===== src/rtl/crtc_timing.sv =====
module crtc_timing #(
  parameter int HW = 10,
  parameter int VW = 12,
  parameter int AW = 4
) (
  input  logic          clk,
  input  logic          rst_n,
  input  logic          wr_en,
  input  logic [AW-1:0] wr_addr,
  input  logic [VW-1:0] wr_data,
  output logic          hsync_o,
  output logic          vsync_o,
  output logic          hblank_o,
  output logic          vblank_o,
  output logic          de_o,
  output logic          lc_irq_o,
  output logic          vretrace_o
);

  localparam int HBE_W  = 7;
  localparam int HSE_W  = 5;
  localparam int VBE_W  = 8;
  localparam int VSE_W  = 4;
  localparam int CTRL_W = 5;

  localparam logic [AW-1:0] A_HTOT = AW'(0);
  localparam logic [AW-1:0] A_HDE  = AW'(1);
  localparam logic [AW-1:0] A_HBS  = AW'(2);
  localparam logic [AW-1:0] A_HBE  = AW'(3);
  localparam logic [AW-1:0] A_HSS  = AW'(4);
  localparam logic [AW-1:0] A_HSE  = AW'(5);
  localparam logic [AW-1:0] A_VTOT = AW'(6);
  localparam logic [AW-1:0] A_VDE  = AW'(7);
  localparam logic [AW-1:0] A_VBS  = AW'(8);
  localparam logic [AW-1:0] A_VBE  = AW'(9);
  localparam logic [AW-1:0] A_VSS  = AW'(10);
  localparam logic [AW-1:0] A_VSE  = AW'(11);
  localparam logic [AW-1:0] A_LC   = AW'(12);
  localparam logic [AW-1:0] A_CTRL = AW'(13);

  logic [HW-1:0]     s_htot, s_hde, s_hbs, s_hss;
  logic [HBE_W-1:0]  s_hbe;
  logic [HSE_W-1:0]  s_hse;
  logic [VW-1:0]     s_vtot, s_vde, s_vbs, s_vss, s_lc;
  logic [VBE_W-1:0]  s_vbe;
  logic [VSE_W-1:0]  s_vse;

  logic [HW-1:0]     a_htot, a_hde, a_hbs, a_hss;
  logic [HBE_W-1:0]  a_hbe;
  logic [HSE_W-1:0]  a_hse;
  logic [VW-1:0]     a_vtot, a_vde, a_vbs, a_vss, a_lc;
  logic [VBE_W-1:0]  a_vbe;
  logic [VSE_W-1:0]  a_vse;

  logic [CTRL_W-1:0] ctrl;

  logic [HW-1:0] hcnt, hcnt_n;
  logic [VW-1:0] vcnt, vcnt_n;
  logic hblank_q, hsync_q, vblank_q, vsync_q;
  logic hblank_n, hsync_n, vblank_n, vsync_n;
  logic hlast, vlast, frame_wrap;

  always_ff @(posedge clk or negedge rst_n) begin
    if (!rst_n) begin
      s_htot <= '0; s_hde <= '0; s_hbs <= '0; s_hbe <= '0; s_hss <= '0; s_hse <= '0;
      s_vtot <= '0; s_vde <= '0; s_vbs <= '0; s_vbe <= '0; s_vss <= '0; s_vse <= '0;
      s_lc   <= '1;
      ctrl   <= '0;
    end else if (wr_en) begin
      case (wr_addr)
        A_HTOT:  s_htot <= wr_data[HW-1:0];
        A_HDE:   s_hde  <= wr_data[HW-1:0];
        A_HBS:   s_hbs  <= wr_data[HW-1:0];
        A_HBE:   s_hbe  <= wr_data[HBE_W-1:0];
        A_HSS:   s_hss  <= wr_data[HW-1:0];
        A_HSE:   s_hse  <= wr_data[HSE_W-1:0];
        A_VTOT:  s_vtot <= wr_data;
        A_VDE:   s_vde  <= wr_data;
        A_VBS:   s_vbs  <= wr_data;
        A_VBE:   s_vbe  <= wr_data[VBE_W-1:0];
        A_VSS:   s_vss  <= wr_data;
        A_VSE:   s_vse  <= wr_data[VSE_W-1:0];
        A_LC:    s_lc   <= wr_data;
        A_CTRL:  ctrl   <= wr_data[CTRL_W-1:0];
        default: ;
      endcase
    end
  end

  logic [HW:0] h_end;
  logic [VW:0] v_end;
  assign h_end = {1'b0, a_htot} + (HW+1)'(4);
  assign v_end = {1'b0, a_vtot} + (VW+1)'(1);
  assign hlast = ({1'b0, hcnt} == h_end);
  assign vlast = ({1'b0, vcnt} == v_end);
  assign frame_wrap = hlast && vlast;

  always_ff @(posedge clk or negedge rst_n) begin
    if (!rst_n) begin
      a_htot <= '0; a_hde <= '0; a_hbs <= '0; a_hbe <= '0; a_hss <= '0; a_hse <= '0;
      a_vtot <= '0; a_vde <= '0; a_vbs <= '0; a_vbe <= '0; a_vss <= '0; a_vse <= '0;
      a_lc   <= '1;
    end else if (frame_wrap) begin
      a_htot <= s_htot; a_hde <= s_hde; a_hbs <= s_hbs; a_hbe <= s_hbe;
      a_hss  <= s_hss;  a_hse <= s_hse;
      a_vtot <= s_vtot; a_vde <= s_vde; a_vbs <= s_vbs; a_vbe <= s_vbe;
      a_vss  <= s_vss;  a_vse <= s_vse; a_lc  <= s_lc;
    end
  end

  logic [HW-1:0]    n_hbs, n_hss;
  logic [HBE_W-1:0] n_hbe;
  logic [HSE_W-1:0] n_hse;
  logic [VW-1:0]    n_vbs, n_vss, vs_line;
  logic [VBE_W-1:0] n_vbe;
  logic [VSE_W-1:0] n_vse;

  assign n_hbs = frame_wrap ? s_hbs : a_hbs;
  assign n_hbe = frame_wrap ? s_hbe : a_hbe;
  assign n_hss = frame_wrap ? s_hss : a_hss;
  assign n_hse = frame_wrap ? s_hse : a_hse;
  assign n_vbs = frame_wrap ? s_vbs : a_vbs;
  assign n_vbe = frame_wrap ? s_vbe : a_vbe;
  assign n_vss = frame_wrap ? s_vss : a_vss;
  assign n_vse = frame_wrap ? s_vse : a_vse;
  assign vs_line = n_vss + VW'(1);

  assign hcnt_n = hlast ? '0 : hcnt + 1'b1;
  assign vcnt_n = !hlast ? vcnt : (vlast ? '0 : vcnt + 1'b1);

  assign hblank_n = (hcnt_n == n_hbs) || (hblank_q && (hcnt_n[HBE_W-1:0] != n_hbe));
  assign hsync_n  = (hcnt_n == n_hss) || (hsync_q  && (hcnt_n[HSE_W-1:0] != n_hse));
  assign vblank_n = (vcnt_n == n_vbs) || (vblank_q && (vcnt_n[VBE_W-1:0] != n_vbe));
  assign vsync_n  = (vcnt_n == vs_line) || (vsync_q && (vcnt_n[VSE_W-1:0] != n_vse));

  always_ff @(posedge clk or negedge rst_n) begin
    if (!rst_n) begin
      hcnt <= '0; vcnt <= '0;
      hblank_q <= 1'b0; hsync_q <= 1'b0; vblank_q <= 1'b0; vsync_q <= 1'b0;
    end else begin
      hcnt     <= hcnt_n;
      vcnt     <= vcnt_n;
      hblank_q <= hblank_n;
      hsync_q  <= hsync_n;
      if (hlast) begin
        vblank_q <= vblank_n;
        vsync_q  <= vsync_n;
      end
    end
  end

  assign hsync_o    = (hsync_q && !ctrl[2]) ^ ctrl[0];
  assign vsync_o    = (vsync_q && !ctrl[3]) ^ ctrl[1];
  assign hblank_o   = hblank_q;
  assign vblank_o   = vblank_q;
  assign de_o       = (hcnt <= a_hde) && (vcnt <= a_vde) && !ctrl[4];
  assign lc_irq_o   = (hcnt == '0) && (vcnt == a_lc);
  assign vretrace_o = vsync_q;


  hwrap_chk: assert property (@(posedge clk) disable iff (!rst_n)
    hlast |=> (hcnt == '0));


  vhold_chk: assert property (@(posedge clk) disable iff (!rst_n)
    !hlast |=> $stable(vcnt));


  irq_pulse_chk: assert property (@(posedge clk) disable iff (!rst_n)
    lc_irq_o |=> !lc_irq_o);


  live_hold_chk: assert property (@(posedge clk) disable iff (!rst_n)
    !frame_wrap |=> $stable({a_htot, a_hde, a_hbs, a_hbe, a_hss, a_hse,
                             a_vtot, a_vde, a_vbs, a_vbe, a_vss, a_vse, a_lc}));


  vs_line_start_chk: assert property (@(posedge clk) disable iff (!rst_n)
    $rose(vretrace_o) |-> (hcnt == '0));

endmodule


===== config.mk =====
export PLATFORM = sky130hd
export DESIGN_NAME = crtc_timing
export DESIGN_NICKNAME = d
export VERILOG_FILES = /design/src/rtl/crtc_timing.sv
export SDC_FILE = /design/constraint.sdc
export NUM_CORES = 1
export LEC_CHECK = 0
export ABC_AREA = 1
export BUFFER_PORTS_ARGS = -buffer_cell sky130_fd_sc_hd__buf_2
export CORE_ASPECT_RATIO = 0.7
export CORE_MARGIN = 2
export CORE_UTILIZATION = 30
export DETAILED_ROUTE_END_ITERATION = 10
export PLACE_DENSITY = 0.55
export SKIP_LAST_GASP = 1
export SLEW_MARGIN = 20
export SYNTH_ARGS = -nofsm -noshare
export SYNTH_HDL_FRONTEND = slang
export SYNTH_SLANG_ARGS = --single-unit

===== constraint.sdc =====
create_clock -name clk -period 3.7 [get_ports clk]
set_input_delay 0.37 -clock clk [delete_from_list [all_inputs] [get_ports clk]]
set_output_delay 0.37 -clock clk [all_outputs]
set_load 0.005 [all_outputs]

Word-level counts from Yosys, hierarchy flattened
Index checks and enable logic that the tools add are counted.
- register bits after elaboration: 279
- bits of input ports: 19
- output and inout port bits: 7
- logic and storage cells: 110
- add/sub/neg operators: 5
- magnitude comparators: 2
- eq/ne operators: 24
- mux-type cells: 11
- bitwise operators: 2
- reduce and logical (&&, ||, !) cells: 33
- operator list (cell ; number):
    $mux 12 ; 4
    $eq 12x12->1 ; 3
    $mux 10 ; 3
    $reduce_and 2->1 ; 14
    $add 12x1->12 const B ; 2
    $eq 4x4->1 const B ; 6
    $eq 10x10->1 ; 2
    $eq 4x3->1 const B ; 4
    $add 12x1->13 const B ; 1
    $eq 12x13->1 ; 1
    $le 12x12->1 ; 1
    $add 10x3->11 const B ; 1
    $eq 10x11->1 ; 1
    $add 10x1->10 const B ; 1
    $le 10x10->1 ; 1
    $logic_and 1x1->1 ; 10
    $logic_not 10->1 ; 1
    $eq 4x2->1 const B ; 2
    $mux 8 ; 1
    $ne 8x8->1 ; 1
    $mux 7 ; 1
    $ne 7x7->1 ; 1
    $mux 5 ; 1
    $ne 5x5->1 ; 1
    other kinds (7) ; 13

Longest topological paths before layout
Gate-level depths: netlist (run 1).
- depth in word-level cells: 7
- depth in mapped cells: 29
- depth with buffers taken out: 28

Least setup slack after synthesis (run 1)
OpenSTA, ideal clock, no wires.
- kind: register -> register
- start: reg a_htot[2]
- end: reg vsync_q (netlist: vretrace_o)
- setup time: 0.065 ns
- arrival: 2.880 ns
- required time: 3.635 ns
- slack: 0.755 ns
- stages on the path, launching flop included: 24
- buffers on the path: 1
- period minus slack after synthesis: 2.945 ns
- path through: dfrtp_1 -> ha_1 -> inv_1 -> nand2_1 -> nand2_1 -> nor2_1 -> nand3_1 -> nor2_1 -> nand3_1 -> nor2_4 -> nand2_4 -> buf_6 -> o21ai_4 -> ha_1 -> nand3_1 -> nor2_1 -> nand2_1 -> o21ai_1 -> nand2_1 -> nand2_1 -> nand3_1 -> nor2_1 -> nand2_1 -> nand2_1
- cells in the longest elaborated chain, start to end: 7
- elaborated cells between the ends (all ways): 11
- those cells by class: 2 x add/sub; 3 x eq/ne; 3 x mux; 3 x reduce/logical
- RTL lines (element ; line ; RTL):
    start: declaration ; 48 ; logic [HW-1:0] a_htot, a_hde, a_hbs, a_hss;
    start signal: assignment ; 104 ; a_htot <= s_htot; a_hde <= s_hde; a_hbs <= s_hbs; a_hbe <= s_hbe;
    $add 10x3->11 ; 92 ; assign h_end = {1'b0, a_htot} + (HW+1)'(4);
    $eq 10x11->1 ; 94 ; assign hlast = ({1'b0, hcnt} == h_end);
    $logic_and 1x1->1 ; 96 ; assign frame_wrap = hlast && vlast;
    $mux 12 ; - ;
    via n_vss[0] ; 114 ; logic [VW-1:0] n_vbs, n_vss, vs_line;
    $add 12x1->12 ; 126 ; assign vs_line = n_vss + VW'(1);
    $eq 12x12->1 ; 134 ; assign vsync_n = (vcnt_n == vs_line) || (vsync_q && (vcnt_n[VSE_W-1:0] != n_vse));
    $logic_or 1x1->1 ; 134 ;
    end signal: assignment ; 147 ; vsync_q <= vsync_n;
    end: declaration ; 59 ; logic hblank_q, hsync_q, vblank_q, vsync_q;
The timed path passes the listed nets, and every way through them passes these cells.
A chain may end at the register's enable or synchronous reset.

Worst setup path in the final report (run 1)
- start: reg a_htot[2]
- end: reg vsync_q (netlist: vretrace_o)
- cells in the longest elaborated chain, start to end: 7
- elaborated cells between the ends (all ways): 11
- those cells by class: 2 x add/sub; 3 x eq/ne; 3 x mux; 3 x reduce/logical
- RTL lines (element ; line):
    $add 10x3->11 (*) ; 92
    $eq 10x11->1 (*) ; 94
    $logic_and 1x1->1 ; 96
    $mux 12 / $mux 4 (equally long branches) ; -
    $add 12x1->12 / $ne 4x4->1 (equally long branches) ; 126, 134
    $eq 12x12->1 / $logic_and 1x1->1 (equally long branches) ; 134
    $logic_or 1x1->1 ; 134
Every way passes the cells marked *; elsewhere a longest branch is shown, timed or not.

==> results of run 1 <==
-- power groups by stage --
stage               registers (mW)  clock network [mW]  logic, mW
floorplan                     4.07                   0       2.00
global placement              4.22                   0       2.75
detailed placement            4.23                   0       2.78
CTS                           4.19                3.37       2.81
global route                  4.27                3.50       3.18
finish                        4.19                3.30       2.79
-- registers in the layout, indices dropped and copies added, names as in the netlist, 12 cells and up --
| signal | cells |
|---|---|
| a_lc | 12 |
| a_vbs | 12 |
| a_vde | 12 |
| a_vss | 12 |
| a_vtot | 12 |
| s_lc | 12 |
| s_vbs | 12 |
| s_vde | 12 |
| s_vss | 12 |
| s_vtot | 12 |
| vcnt | 12 |
-- synthesized netlist by cell type, types with 14 or more instances --
cell / count
ha_1: 28
xor2_1: 49
a21oi_1: 14
nor2_1: 79
dfstp_2: 24
nand3_1: 69
nand2_1: 571
nor3_1: 14
o21ai_0: 197
or2_2: 17
inv_1: 162
clkbuf_1: 33
dfrtp_1: 255
-- layout make-up --
cell class                      count  area [sq um]
Inverter                          170           641
Clock buffer                       43           888
Fill cell                        4638         29500
Tap cell                          603           754
Multi-Input combinational cell   1150          5700
Timing Repair Buffer               47           328
Clock inverter                     11           195
Sequential cell                   279          7010
-- metal layers --
| metal | track usage [%] | vias up | wire length [um] |
|---|---|---|---|
| met1 | 26.6 | 5204 | 20400 |
| met2 | 21.9 | 249 | 14900 |
| met4 | 4.12 | 0 | 980 |
| met5 | 0 | - | 0 |
| li1 | - | 5288 | - |
| met3 | 2.42 | 60 | 2060 |
-- through the flow --
| stage | setup slack (ns) | area (sq um) | instances | hold WS [ns] | power, mW |
|---|---|---|---|---|---|
| after global placement | 0.515 | 14400 | 2248 | 0.416 | 6.96 |
| final | 0.418 | 15500 | 2303 | 0.150 | 10.3 |
| after CTS | 0.456 | 15500 | 2303 | 0.136 | 10.4 |
| after global routing | 0.0992 | 15500 | 2303 | 0.173 | 10.9 |
| after detailed placement | 0.463 | 14400 | 2248 | 0.420 | 7.02 |
| after floorplan | 0.755 | 13600 | 1657 | 0.0744 | 6.07 |
-- tightest hold or removal path: stages --
cell,delay [ns]
buf_2,0.09
inv_1,0.14
o21ai_0,0.11
-- final timing paths --
path	endpoint	slack (ns)	from	cells after the start
max	vretrace_o	0.42	a_htot[2]	23
min	s_lc[10]	0.15	wr_data[10]	3
max reg2reg	vretrace_o	0.42	a_htot[2]	23
min reg2reg	a_lc[7]	0.46	s_lc[7]	2
max in group asynchronous	a_lc[11]	2.35	rst_n	3
min in group asynchronous	s_htot[2]	0.39	rst_n	2
-- kinds of logic after synthesis --
group / after synthesis
and+or+nand+nor: 815
DFF: 279
AOI/OAI and AO/OA: 243
buffers and inverters: 228
xor gates and xnor gates: 62
adders and majority gates: 28
muxes: 2
==> results.cfg, run 1 <==
[status]
status = complete, no violations

[setup_path]
worst-path-buf-inv = 1
worstPathCellList = ha_1 -> nand2_1 -> nor2_1 -> nand2_1 -> nand2_1 -> nand2_1 -> nand2_1 -> nand3_1 -> nor2_4 -> nand2_4 -> buf_4 -> nand2_1 -> nand2_1 -> nor2_2 -> nand2_2 -> nor2_8 -> nand3_1 -> nand2_1 -> nand2_1 -> nand3_1 -> nor2_1 -> nand2_1 -> nand2_1
critPathMaxStageDelay_ns = 0.42
startpoint_type = flip-flop
critPathKind = reg2reg
critPathArrivalTime_ns = 3.76
worstPathMaxFanout = 24
critical_path.most_common_cell = nand2_1
slowest_stage = dfrtp_1
critPathTopFamily = simple AND/OR/NAND/NOR gates
cp.required_ns = 4.17
end_kind = flip-flop

[sta]
rsz0062_at_grt = no
layout_min_cycle_time_ns = 3.28
drv_slew = 0
finalCritPeriodShare_pct = 88.7
worst_pin_slew_ns = 1.02
setup_viol = 0
fin_tns_setup_ns = 0
hold_violations = 0
fmax_mhz = 305
fin_worst_skew_ns = 0.0187
relSlewSlack_pct = 31.7

[yosys]
yosysWarnings = 0
synth.area.top_cells = dfrtp_1 47%, nand2_1 16%, o21ai_0 7.2%
ys.flop_type = dfrtp_1
seq_area_frac_synth_pct = 51.5
synthDistinctLibCells = 48
synthAdderAreaFrac_pct = 2.57
synth-simple-area-share_pct = 25.6
synth-seq-cells = 279
synth_edf_count = 0
async_flop_share_pct = 100
yosysTopAreaCellShare_pct = 46.8
synth-compound-area-share_pct = 9.44
syn_area_per_cell_sq_um = 8.22
synth_top_family_by_area = simple AND/OR/NAND/NOR gates
yosysTopAreaCell = dfrtp_1
syn-cell-area_sq_um = 13600
synthXorXnorAreaFrac_pct = 4.09
muxShareOfSynthArea_pct = 0.147
synth_nets = 1704
synthCells = 1657

[pwr]
p_per_area_nw_per_um2 = 663
switching_share_pct = 34.2
intPower_mw = 6.77
p_sw_mw = 3.51
power_frac_clock_pct = 32.1
seqPwrFrac_pct = 40.8
combPwrFrac_pct = 27.1
ir_drop_mv = 0.381
power.leakage_nw = 7.85

[floorplan]
dieArea_sq_um = 47200
start_util_pct = 30.3
row_count = 65
chipHeight_um = 182
ios = 26
core_sq_um = 45000
die_w_um = 259

[finish]
layout_commonest_cell = nand2_1
utilization_pct = 34.5
nets = 1724
mostFrequentLayoutCells = 571 x nand2_1, 255 x dfrtp_1, 197 x o21ai_0, 162 x inv_1, 79 x nor2_1
drive_above_1_share_pct = 10.6
syn2layout_area_growth_pct = 13.9
antenna_cells = 0

[placement]
hpwl_mm = 26.2
gp_congestion = 0.897
port_buffers = 25

[routing]
first_pass_iters = 5
ant_nets = 0
route.detailed.drc = 0
vias = 10800
initialDrtViolationCount = 958
vias_per_cell = 4.69
wl_per_cell_um = 16.6
totalWireLength_mm = 38.3

[grt]
overflow = 0
grt_pass1_wl_mm = 60.1
grt_pass1_vias = 10000
antenna_found_initial = 0
grt_start_max_net_pins = 82
grt_usage_pct = 16.3

[cts]
cts_setup_buffers = 0
insertion_delay_ns = 0.59
cts_made_buffers = 29
cts.sinks = 279
htree_levels = 1
root_buffer = clkbuf_16
hold_buffers = 1
tritoncts = built
clock_path_buffers = 3
ctsResizeCount = 0
path_clk_slew_ns = 0.06

[hold_path]
hp-class = in2reg

[job]
drv_cap = 0
Note: power is estimated with default switching activity, not from simulation.
==> run 2, diff against run 1 <==
--- a/config.mk
+++ b/config.mk
@@ -7,7 +7,7 @@
 export LEC_CHECK = 0
 export ABC_AREA = 1
 export BUFFER_PORTS_ARGS = -buffer_cell sky130_fd_sc_hd__buf_2
-export CORE_ASPECT_RATIO = 0.7
+export CORE_ASPECT_RATIO = 0.9
 export CORE_MARGIN = 2
 export CORE_UTILIZATION = 30
 export DETAILED_ROUTE_END_ITERATION = 10
==> results.cfg, run 2 (same netlist as run 1, synthesis figures left out) <==
[status]
status = complete, no violations

[pwr]
ir_drop_mv = 0.302
p_sw_mw = 3.50
combPwrFrac_pct = 27.1
seqPwrFrac_pct = 40.0
power.leakage_nw = 7.90
switching_share_pct = 33.7
power_frac_clock_pct = 32.9
intPower_mw = 6.90
p_per_area_nw_per_um2 = 665

[sta]
hold_violations = 0
rsz0062_at_grt = no
relSlewSlack_pct = 35.1
fin_tns_setup_ns = 0
drv_slew = 0
layout_min_cycle_time_ns = 3.35
fin_worst_skew_ns = 0.0305
finalCritPeriodShare_pct = 90.6
worst_pin_slew_ns = 0.972
setup_viol = 0
fmax_mhz = 298

[cts]
cts_made_buffers = 34
cts.sinks = 279
insertion_delay_ns = 0.53
tritoncts = built
root_buffer = clkbuf_16
clock_path_buffers = 3
htree_levels = 2
path_clk_slew_ns = 0.06

[placement]
dp.cells = 2254
gp_congestion = 0.866
hpwl_mm = 24.9
port_buffers = 25

[setup_path]
reg2reg_setup_slack_ns = 0.35
reg2reg_depth = 24
cp.required_ns = 4.16
reg2reg_to = vretrace_o
startpoint_type = flip-flop
r2r_start = vcnt[5]
worstPathMaxFanout = 54
critPathArrivalTime_ns = 3.81
critPathKind = reg2reg
end_kind = flip-flop

[floorplan]
ios = 26
start_util_pct = 30.2
die_w_um = 229
dieArea_sq_um = 47100
chipHeight_um = 206
core_sq_um = 45100
row_count = 74

[grt]
grt_start_max_net_pins = 100
grt_usage_pct = 16.2
grt_pass1_vias = 10500
overflow = 0
antenna_found_initial = 1
grt_pass1_wl_mm = 60.0

[hold_path]
holdPathEnd = s_vtot[10]
hold_depth = 3
hp-class = in2reg
hold_start = wr_data[10]

[finish]
nFillCells = 4714
multiInputGateArea_sq_um = 5700
final_cells = 2317
antenna_cells = 0
nets = 1732
syn2layout_area_growth_pct = 14.8
regArea_sq_um = 7010
layout_commonest_cell = nand2_1
drive_above_1_share_pct = 10.9
mostFrequentLayoutCells = 571 x nand2_1, 255 x dfrtp_1, 197 x o21ai_0, 162 x inv_1, 77 x nor2_1

[routing]
wl_per_cell_um = 16.1
initialDrtViolationCount = 775
vias_per_cell = 4.60
totalWireLength_mm = 37.4
route.detailed.drc = 0
ant_nets = 0
first_pass_iters = 5
vias = 10700

[job]
drv_cap = 0
## run 2: stage by stage
stage	hold WS [ns]	total power, mW	instance area (sq um)	setup slack (ns)	util, %
2_1_floorplan	0.0744	6.07	13600	0.755	-
3_3_place_gp	0.450	6.97	14400	0.141	32.0
3_5_place_dp	0.451	7.01	14400	0.0943	32.0
4_1_cts	0.211	10.5	15600	0.0762	34.6
5_1_grt	0.239	11.1	15600	0.00207	34.7
6_report	0.217	10.4	15600	0.349	34.7
## run 2: repair_timing
action,in CTS,in global routing
hold buffers,1,0
setup buffers,0,2
setup endpoints to repair,0,3
hold endpoints to repair,75,0
resized for setup,0,4
## run 2: per-layer routing
layer	up-vias	global-route usage (%)	wire length [um]
met2	201	26.2	16600
met4	0	4.69	856
met5	-	0	0
li1	5312	-	-
met3	57	1.96	1270
met1	5095	22.9	18600
## run 2: how the worst max path moves through the flow
stage / from / to / slack, ns / cells past startpoint
6_report: vcnt[5] / vretrace_o / 0.35 / 24
5_1_grt: a_vtot[0] / vretrace_o / 0.002 / 24
4_1_cts: a_vtot[0] / vretrace_o / 0.08 / 24
3_5_place_dp: vcnt[5] / vretrace_o / 0.09 / 22
3_3_place_gp: vcnt[0] / vretrace_o / 0.14 / 22
2_1_floorplan: a_htot[2] / vretrace_o / 0.75 / 23
## run 2: cell type report
type / count / area share (%)
timing repair buffer: 50 / 2.37
clock buffer: 49 / 6.25
sequential: 279 / 44.8
clock inverter: 11 / 1.11
multi-input combinational: 1150 / 36.5
inverter: 170 / 4.10
tap: 608 / 4.86
## run 2: power groups by stage
stage / Combinational, mW / Sequential, mW / Clock [mW]
after floorplan: 2.00 / 4.07 / 0
after global placement: 2.78 / 4.19 / 0
after detailed placement: 2.81 / 4.20 / 0
after CTS: 2.83 / 4.16 / 3.50
after global routing: 3.23 / 4.24 / 3.62
final: 2.82 / 4.16 / 3.42
## run 2: worst max-delay path, stage by stage (launching register included)
cell	delay [ns]
dfrtp_1	0.51
inv_2	0.24
nand2_1	0.07
nand2_1	0.06
o21ai_0	0.07
nand2_1	0.10
nand2_1	0.07
nor2_2	0.09
nand3_2	0.10
nor2_4	0.21
nand2_4	0.22
buf_12	0.27
nand2_1	0.09
nand2_1	0.11
nor2_2	0.21
nand2_2	0.12
nor2_8	0.14
nand2_1	0.07
nand2_1	0.07
nand2_1	0.06
nand2_1	0.05
nand2_1	0.05
nor2_1	0.16
nand2_1	0.07
nand2_1	0.06
